## src/rtl/ram_mapper_pkg.sv

```systemverilog
package ram_mapper_pkg;

    localparam int DATA_W     = 8;
    localparam int BANK_W     = 4;
    localparam int REGION_CNT = 4;
    localparam int IDX_W      = $clog2(REGION_CNT);
    localparam int SPARE_W    = DATA_W - BANK_W - 1;
    localparam int LAYOUT_W   = 3;
    localparam int PAGE_W     = 2;

    typedef enum logic {
        MODE_COMPAT = 1'b0,
        MODE_MAPPER = 1'b1
    } map_mode_e;

    typedef struct packed {
        logic [SPARE_W-1:0] spare;
        logic               half;
        logic [BANK_W-1:0]  bank;
    } map_entry_t;

    // Block number (0..7) that a preset layout places in a region.
    function automatic logic [2:0] layout_block(input logic [LAYOUT_W-1:0] lay,
                                                input logic [IDX_W-1:0]    region);
        logic [2:0] blk;
        blk = {1'b0, region};
        unique case (lay)
            3'd0: blk = {1'b0, region};
            3'd1: blk = (region == 2'd3) ? 3'd7 : {1'b0, region};
            3'd2: blk = {1'b1, region};
            3'd3: begin
                if (region == 2'd1)      blk = 3'd3;
                else if (region == 2'd3) blk = 3'd7;
                else                     blk = {1'b0, region};
            end
            default: blk = (region == 2'd1) ? lay : {1'b0, region};
        endcase
        return blk;
    endfunction

    // Physical bank for a preset layout; expansion blocks move with the page.
    function automatic logic [BANK_W-1:0] compat_bank(input logic [LAYOUT_W-1:0] lay,
                                                      input logic [PAGE_W-1:0]   page,
                                                      input logic [IDX_W-1:0]    region);
        logic [2:0]        blk;
        logic [PAGE_W-1:0] grp;
        blk = layout_block(lay, region);
        grp = page + 2'd1;
        if (blk[2]) return {grp, blk[1:0]};
        else        return {2'b00, blk[1:0]};
    endfunction

endpackage

```

## src/rtl/ram_mapper_decode.sv

```systemverilog
module ram_mapper_decode
    import ram_mapper_pkg::*;
#(
    parameter int          HI_W      = 8,
    parameter logic [5:0]  PORT_BASE = 6'b011111
) (
    input  logic [HI_W-1:0]  addr_hi,
    input  logic             io_wr,
    input  logic [1:0]       wdata_tag,
    input  logic             mode,
    output logic             port_hit,
    output logic [IDX_W-1:0] port_idx,
    output logic             map_wr,
    output logic             cfg_wr
);

    localparam logic [IDX_W-1:0] LAST_IDX = IDX_W'(REGION_CNT - 1);

    map_mode_e cur_mode;

    always_comb begin
        cur_mode = map_mode_e'(mode);
        port_hit = (addr_hi[HI_W-1:IDX_W] == PORT_BASE);
        port_idx = addr_hi[IDX_W-1:0];
        map_wr   = 1'b0;
        cfg_wr   = 1'b0;
        unique case (cur_mode)
            MODE_MAPPER: map_wr = io_wr && port_hit;
            MODE_COMPAT: cfg_wr = io_wr && port_hit && (port_idx == LAST_IDX)
                                  && (wdata_tag == 2'b11);
        endcase
    end

endmodule

```

## src/rtl/ram_mapper_regs.sv

```systemverilog
module ram_mapper_regs
    import ram_mapper_pkg::*;
(
    input  logic                              clk,
    input  logic                              rst_n,
    input  logic                              map_wr,
    input  logic                              cfg_wr,
    input  logic [IDX_W-1:0]                  port_idx,
    input  logic [DATA_W-1:0]                 wdata,
    output map_entry_t [REGION_CNT-1:0]       regs,
    output logic [LAYOUT_W-1:0]               lay_q,
    output logic [PAGE_W-1:0]                 page_q
);

    map_entry_t nxt   [REGION_CNT];
    map_entry_t ident [REGION_CNT];

    for (genvar g = 0; g < REGION_CNT; g++) begin : g_region
        always_comb begin
            ident[g] = '0;
            ident[g].bank = BANK_W'(g);
            nxt[g] = regs[g];
            if (map_wr && (port_idx == IDX_W'(g))) begin
                nxt[g] = map_entry_t'(wdata);
            end else if (cfg_wr) begin
                nxt[g] = '0;
                nxt[g].bank = compat_bank(wdata[2:0], wdata[4:3], IDX_W'(g));
            end
        end
    end

    always_ff @(posedge clk or negedge rst_n) begin
        if (!rst_n) begin
            for (int i = 0; i < REGION_CNT; i++) regs[i] <= ident[i];
            lay_q  <= '0;
            page_q <= '0;
        end else begin
            for (int i = 0; i < REGION_CNT; i++) regs[i] <= nxt[i];
            if (cfg_wr) begin
                lay_q  <= wdata[2:0];
                page_q <= wdata[4:3];
            end
        end
    end

endmodule

```

## src/rtl/ram_mapper_xlat.sv

```systemverilog
module ram_mapper_xlat
    import ram_mapper_pkg::*;
(
    input  logic [IDX_W-1:0]            region,
    input  logic                        mode,
    input  map_entry_t [REGION_CNT-1:0] regs,
    input  logic [LAYOUT_W-1:0]         lay_q,
    input  logic [PAGE_W-1:0]           page_q,
    input  logic                        rd_en,
    input  logic [IDX_W-1:0]            rd_idx,
    output logic [BANK_W-1:0]           ram_bank,
    output logic                        ram_half,
    output logic [DATA_W-1:0]           rd_data
);

    map_mode_e cur_mode;

    always_comb begin
        cur_mode = map_mode_e'(mode);
        ram_bank = '0;
        ram_half = 1'b0;
        unique case (cur_mode)
            MODE_MAPPER: begin
                ram_bank = regs[region].bank;
                ram_half = regs[region].half;
            end
            MODE_COMPAT: begin
                ram_bank = compat_bank(lay_q, page_q, region);
                ram_half = 1'b0;
            end
        endcase
        rd_data = rd_en ? DATA_W'(regs[rd_idx]) : '0;
    end

endmodule

```

## src/rtl/ram_mapper_16k.sv

```systemverilog
module ram_mapper_16k
    import ram_mapper_pkg::*;
(
    input  logic              clk,
    input  logic              rst_n,
    input  logic [7:0]        cpu_addr_hi,
    input  logic              io_wr,
    input  logic              io_rd,
    input  logic [DATA_W-1:0] io_wdata,
    input  logic              map_mode,
    output logic [BANK_W-1:0] ram_bank,
    output logic              ram_half,
    output logic [DATA_W-1:0] io_rdata
);

    logic                        port_hit;
    logic [IDX_W-1:0]            port_idx;
    logic                        map_wr;
    logic                        cfg_wr;
    map_entry_t [REGION_CNT-1:0] region_regs;
    logic [LAYOUT_W-1:0]         lay_q;
    logic [PAGE_W-1:0]           page_q;

    ram_mapper_decode u_decode (
        .addr_hi   (cpu_addr_hi),
        .io_wr     (io_wr),
        .wdata_tag (io_wdata[7:6]),
        .mode      (map_mode),
        .port_hit  (port_hit),
        .port_idx  (port_idx),
        .map_wr    (map_wr),
        .cfg_wr    (cfg_wr)
    );

    ram_mapper_regs u_regs (
        .clk      (clk),
        .rst_n    (rst_n),
        .map_wr   (map_wr),
        .cfg_wr   (cfg_wr),
        .port_idx (port_idx),
        .wdata    (io_wdata),
        .regs     (region_regs),
        .lay_q    (lay_q),
        .page_q   (page_q)
    );

    ram_mapper_xlat u_xlat (
        .region   (cpu_addr_hi[7:6]),
        .mode     (map_mode),
        .regs     (region_regs),
        .lay_q    (lay_q),
        .page_q   (page_q),
        .rd_en    (io_rd && port_hit),
        .rd_idx   (port_idx),
        .ram_bank (ram_bank),
        .ram_half (ram_half),
        .rd_data  (io_rdata)
    );

endmodule

```

## config.mk

```make
export PLATFORM = sky130hd
export DESIGN_NAME = ram_mapper_16k
export DESIGN_NICKNAME = d
export VERILOG_FILES = /design/src/rtl/ram_mapper_pkg.sv /design/src/rtl/ram_mapper_decode.sv /design/src/rtl/ram_mapper_regs.sv /design/src/rtl/ram_mapper_xlat.sv /design/src/rtl/ram_mapper_16k.sv
export SDC_FILE = /design/constraint.sdc
export NUM_CORES = 1
export LEC_CHECK = 0
export ABC_AREA = 1
export BUFFER_PORTS_ARGS = -buffer_cell sky130_fd_sc_hd__buf_4
export CORE_MARGIN = 2
export CORE_UTILIZATION = 60
export DETAILED_ROUTE_END_ITERATION = 8
export MAX_ROUTING_LAYER = met4
export PLACE_DENSITY = 0.94
export SYNTH_ARGS = -nofsm -noshare
export SYNTH_HDL_FRONTEND = slang
export SYNTH_SLANG_ARGS = --single-unit
```

## constraint.sdc

```tcl
create_clock -name clk -period 1.5 [get_ports clk]
set_clock_uncertainty 0.1 [all_clocks]
set_input_delay 0 -clock clk [delete_from_list [all_inputs] [get_ports clk]]
set_output_delay 0 -clock clk [all_outputs]
set_load 0.005 [all_outputs]
```

==> results.py <==
metrics = {
    "outcome": {
        "status": "finished, violations left",
        "violations": "hold timing, setup timing",
    },
    "setup_path": {
        "arrival_ps": 1460,
        "critPathKind": "reg2out",
        "worstSetupEndpointType": "primary output",
        "start_kind": "flop",
        "r2r_end": "u_regs.regs[24]",
        "r2r_cells": 3,
        "worstPathMaxFanout": 3,
        "r2r_start": "u_regs.regs[24]",
        "ff2ff_setup_slack_ps": 450,
        "cp.required_ps": 1400,
    },
    "power": {
        "p_sw_mw": 0.5198,
        "total_power_mw": 1.942,
        "p_seq_share_pct": 54.3,
        "p_sw_share_pct": 26.77,
        "vdd_drop_max_v": 0.0005756,
        "pwr-share-comb_pct": 14.8,
        "p_leak_nw": 1.273,
        "p_per_area_mw_per_mm2": 722.8,
        "intPower_mw": 1.422,
        "pwr-share-clk_pct": 31.0,
    },
    "cells_and_area": {
        "diodes": 0,
        "nets": 351,
        "most-common-layout-cells": "78 x nand2_1, 49 x buf_4, 33 x dfrtp_1",
        "instances_no_fill": 377,
        "final_common_cell": "nand2_1",
        "synthToLayoutAreaGrowth_pct": 30.68,
        "design_area_sq_mm": 0.002686,
        "fin_util_pct": 81.14,
        "final_layout_size_suffix_gt1_share_pct": 26.89,
    },
    "floorplanning": {
        "initial_utilization_pct": 62.09,
        "num_rows": 21,
        "die_w_microns": 62.54,
        "fp.dieArea_sq_mm": 0.003911,
        "core-area_sq_mm": 0.003311,
        "ios": 34,
        "die_h_microns": 62.54,
    },
    "placed_design": {
        "post-dp-hpwl_microns": 4493,
        "place.gp.congestion": 0.9420,
        "post-place-ws_ps": 41.77,
        "dp_cells": 353,
        "numPortBuffers": 33,
        "post_dp_cell_area_sq_mm": 0.002445,
    },
    "sta": {
        "fmax_mhz": 641.6,
        "finalCriticalPeriod_ps": 1558,
        "slew-limit-headroom_pct": 68.39,
        "worst_pin_slew_ps": 472.9,
        "hold_ws_ps": -2.799,
        "rsz0062_at_grt": "yes",
        "maxSlewViolCount": 0,
        "setup_viol": 3,
        "min_period_over_period_pct": 103.9,
        "setup_slack_ps": -58.49,
        "hold_viol_final": 1,
    },
    "synthesis": {
        "netlist_instances": 265,
        "synth-seq-cells": 37,
        "yosysWarnings": 0,
        "yosysUniqueCellTypes": 31,
        "synth_top_family_by_area": "simple AND/OR/NAND/NOR gates",
        "yosys.area_share.adder_pct": 0,
        "seq_area_frac_synth_pct": 45.28,
        "synth_area_per_cell_sq_um": 7.757,
        "synth-compound-area-share_pct": 18.62,
        "synthSimpleGateAreaFrac_pct": 29.40,
        "synth_area_sq_mm": 0.002056,
        "synth-xor-area-share_pct": 0.8521,
        "syn-num-nets": 286,
        "synthMuxAreaShare_pct": 0,
    },
    "clock_network": {
        "cts_tree": "built",
        "cts_buffers": 5,
        "cts_sinks": 37,
        "cts_buffer_depth": 2,
        "clk_pin_slew_ps": 110,
        "root_buffer": "clkbuf_4",
        "clock_latency_ps": 350,
        "cts.htree.levels": 2,
    },
    "min_path": {
        "hold_depth": 6,
        "hp-class": "in2reg",
        "hold_end": "u_regs.regs[19]",
        "hold_start": "cpu_addr_hi[0]",
    },
    "global_routing": {
        "grt_pass1_wl_microns": 10580,
        "grtUsageTotal_pct": 36.70,
        "grt_start_max_net_pins": 38,
        "antenna_found_initial": 0,
        "grt-ovfl-total": 0,
        "grt_pass1_vias": 2220,
    },
    "drt": {
        "route.met3.wl_microns": 813,
        "dr.max_layer_used": "met4",
        "first_pass_iters": 6,
        "post-route-drc-count": 0,
        "vias_per_cell": 6.003,
        "wl_met2_microns": 3001,
        "avgRoutedWirePerCell_microns": 17.31,
        "initialDrtViolationCount": 313,
        "totalWireLength_microns": 6525,
        "vias": 2263,
        "wl_met1_microns": 2447,
        "ant_nets": 0,
    },
    "run": {
        "drv_cap": 0,
    },
}
-- final cells by class --
type,instances,area [sq um]
timing repair buffer,61,499.2
fill,239,624.3
tap,46,57.56
clock inverter,1,5.005
multi-input combinational,199,1027
sequential,37,930.9
inverter,26,101.3
clock buffer,7,65.06
-- sequential cells by signal, indices dropped and copies added, names as in the netlist --
register,cells
u_regs.page_q,2
u_regs.lay_q,3
u_regs.regs,32
-- per-stage QoR --
| step | hold WS (ps) | setup TNS [ps] |
|---|---|---|
| floorplan | -395.6 | 0 |
| global placement | -117.6 | 0 |
| detailed placement | -119.7 | 0 |
| CTS | 0.9863 | -13.02 |
| global route | 37.78 | -418.5 |
| finish | -2.799 | -94.06 |
-- routing by layer --
layer	vias up	global-route usage, %
li1	1020	-
met1	1019	46.71
met2	191	54.97
met3	33	7.928
met4	0	20.00
met5	-	-
-- power by group through the flow --
stage          clock network (mW)  logic (mW)  registers [mW]
6_report                    0.601       0.287            1.05
4_1_cts                     0.596       0.274            1.05
3_3_place_gp                    0       0.247            1.07
3_5_place_dp                    0       0.249            1.07
5_1_grt                     0.648       0.313            1.06
2_1_floorplan                   0       0.113            1.06
-- cell families after synthesis --
kind of cell | after synthesis
simple gates | 132
compound gates | 65
flops | 37
buf+inv | 29
xor+xnor | 2
-- cell usage after synthesis --
library cell | n | area, sq um
nor3b_1 | 1 | 7.510
nand3_2 | 1 | 10.01
nand3_1 | 17 | 85.08
clkbuf_1 | 1 | 3.750
a31oi_1 | 4 | 25.02
o21ai_1 | 11 | 55.05
clkinv_2 | 1 | 5.000
o21bai_1 | 2 | 15.01
buf_6 | 1 | 11.26
nor3_1 | 1 | 5.000
a22oi_1 | 13 | 97.59
nand2_2 | 2 | 12.51
nor2_4 | 4 | 45.04
dfstp_2 | 4 | 105.1
dfrtp_1 | 33 | 825.8
nand2_1 | 79 | 296.5
o221ai_1 | 1 | 8.760
inv_4 | 1 | 6.260
o21ai_0 | 19 | 95.09
clkinv_1 | 1 | 3.750
a32oi_1 | 1 | 8.760
inv_1 | 20 | 75.07
inv_2 | 3 | 11.26
nor2_2 | 5 | 31.28
a21oi_1 | 11 | 55.05
o211ai_1 | 3 | 22.52
nor2_1 | 18 | 67.56
xor2_1 | 2 | 17.52
nand3b_1 | 3 | 22.52
buf_1 | 1 | 3.750
nand4_4 | 1 | 21.27
-- critical path: stages, from the launching register on --
cell,delay [ps]
dfrtp_1,440
buf_4,160
o21ai_0,270
a32oi_1,100
buf_4,150
-- worst max path at each step --
stage	from	end	slack, ps	cells past startpoint
floorplan	cpu_addr_hi[5]	u_regs.regs[8]	450	10
global placement	cpu_addr_hi[6]	u_regs.regs[0]	50	8
detailed placement	cpu_addr_hi[6]	u_regs.regs[7]	40	8
CTS	u_regs.regs[24]	ram_bank[0]	-10	5
global route	u_regs.lay_q[2]	ram_bank[3]	-120	5
finish	u_regs.lay_q[0]	ram_bank[0]	-60	4
-- timing repair --
action                                  in CTS  in global routing
resized for setup                            5                  7
endpoints found under the setup margin       3                  9
pin swaps                                    1                  3
hold buffers                                10                  0
endpoints found under the hold margin       72                  0
setup buffers                                4                  2
Note: power is estimated with default switching activity, not from simulation.
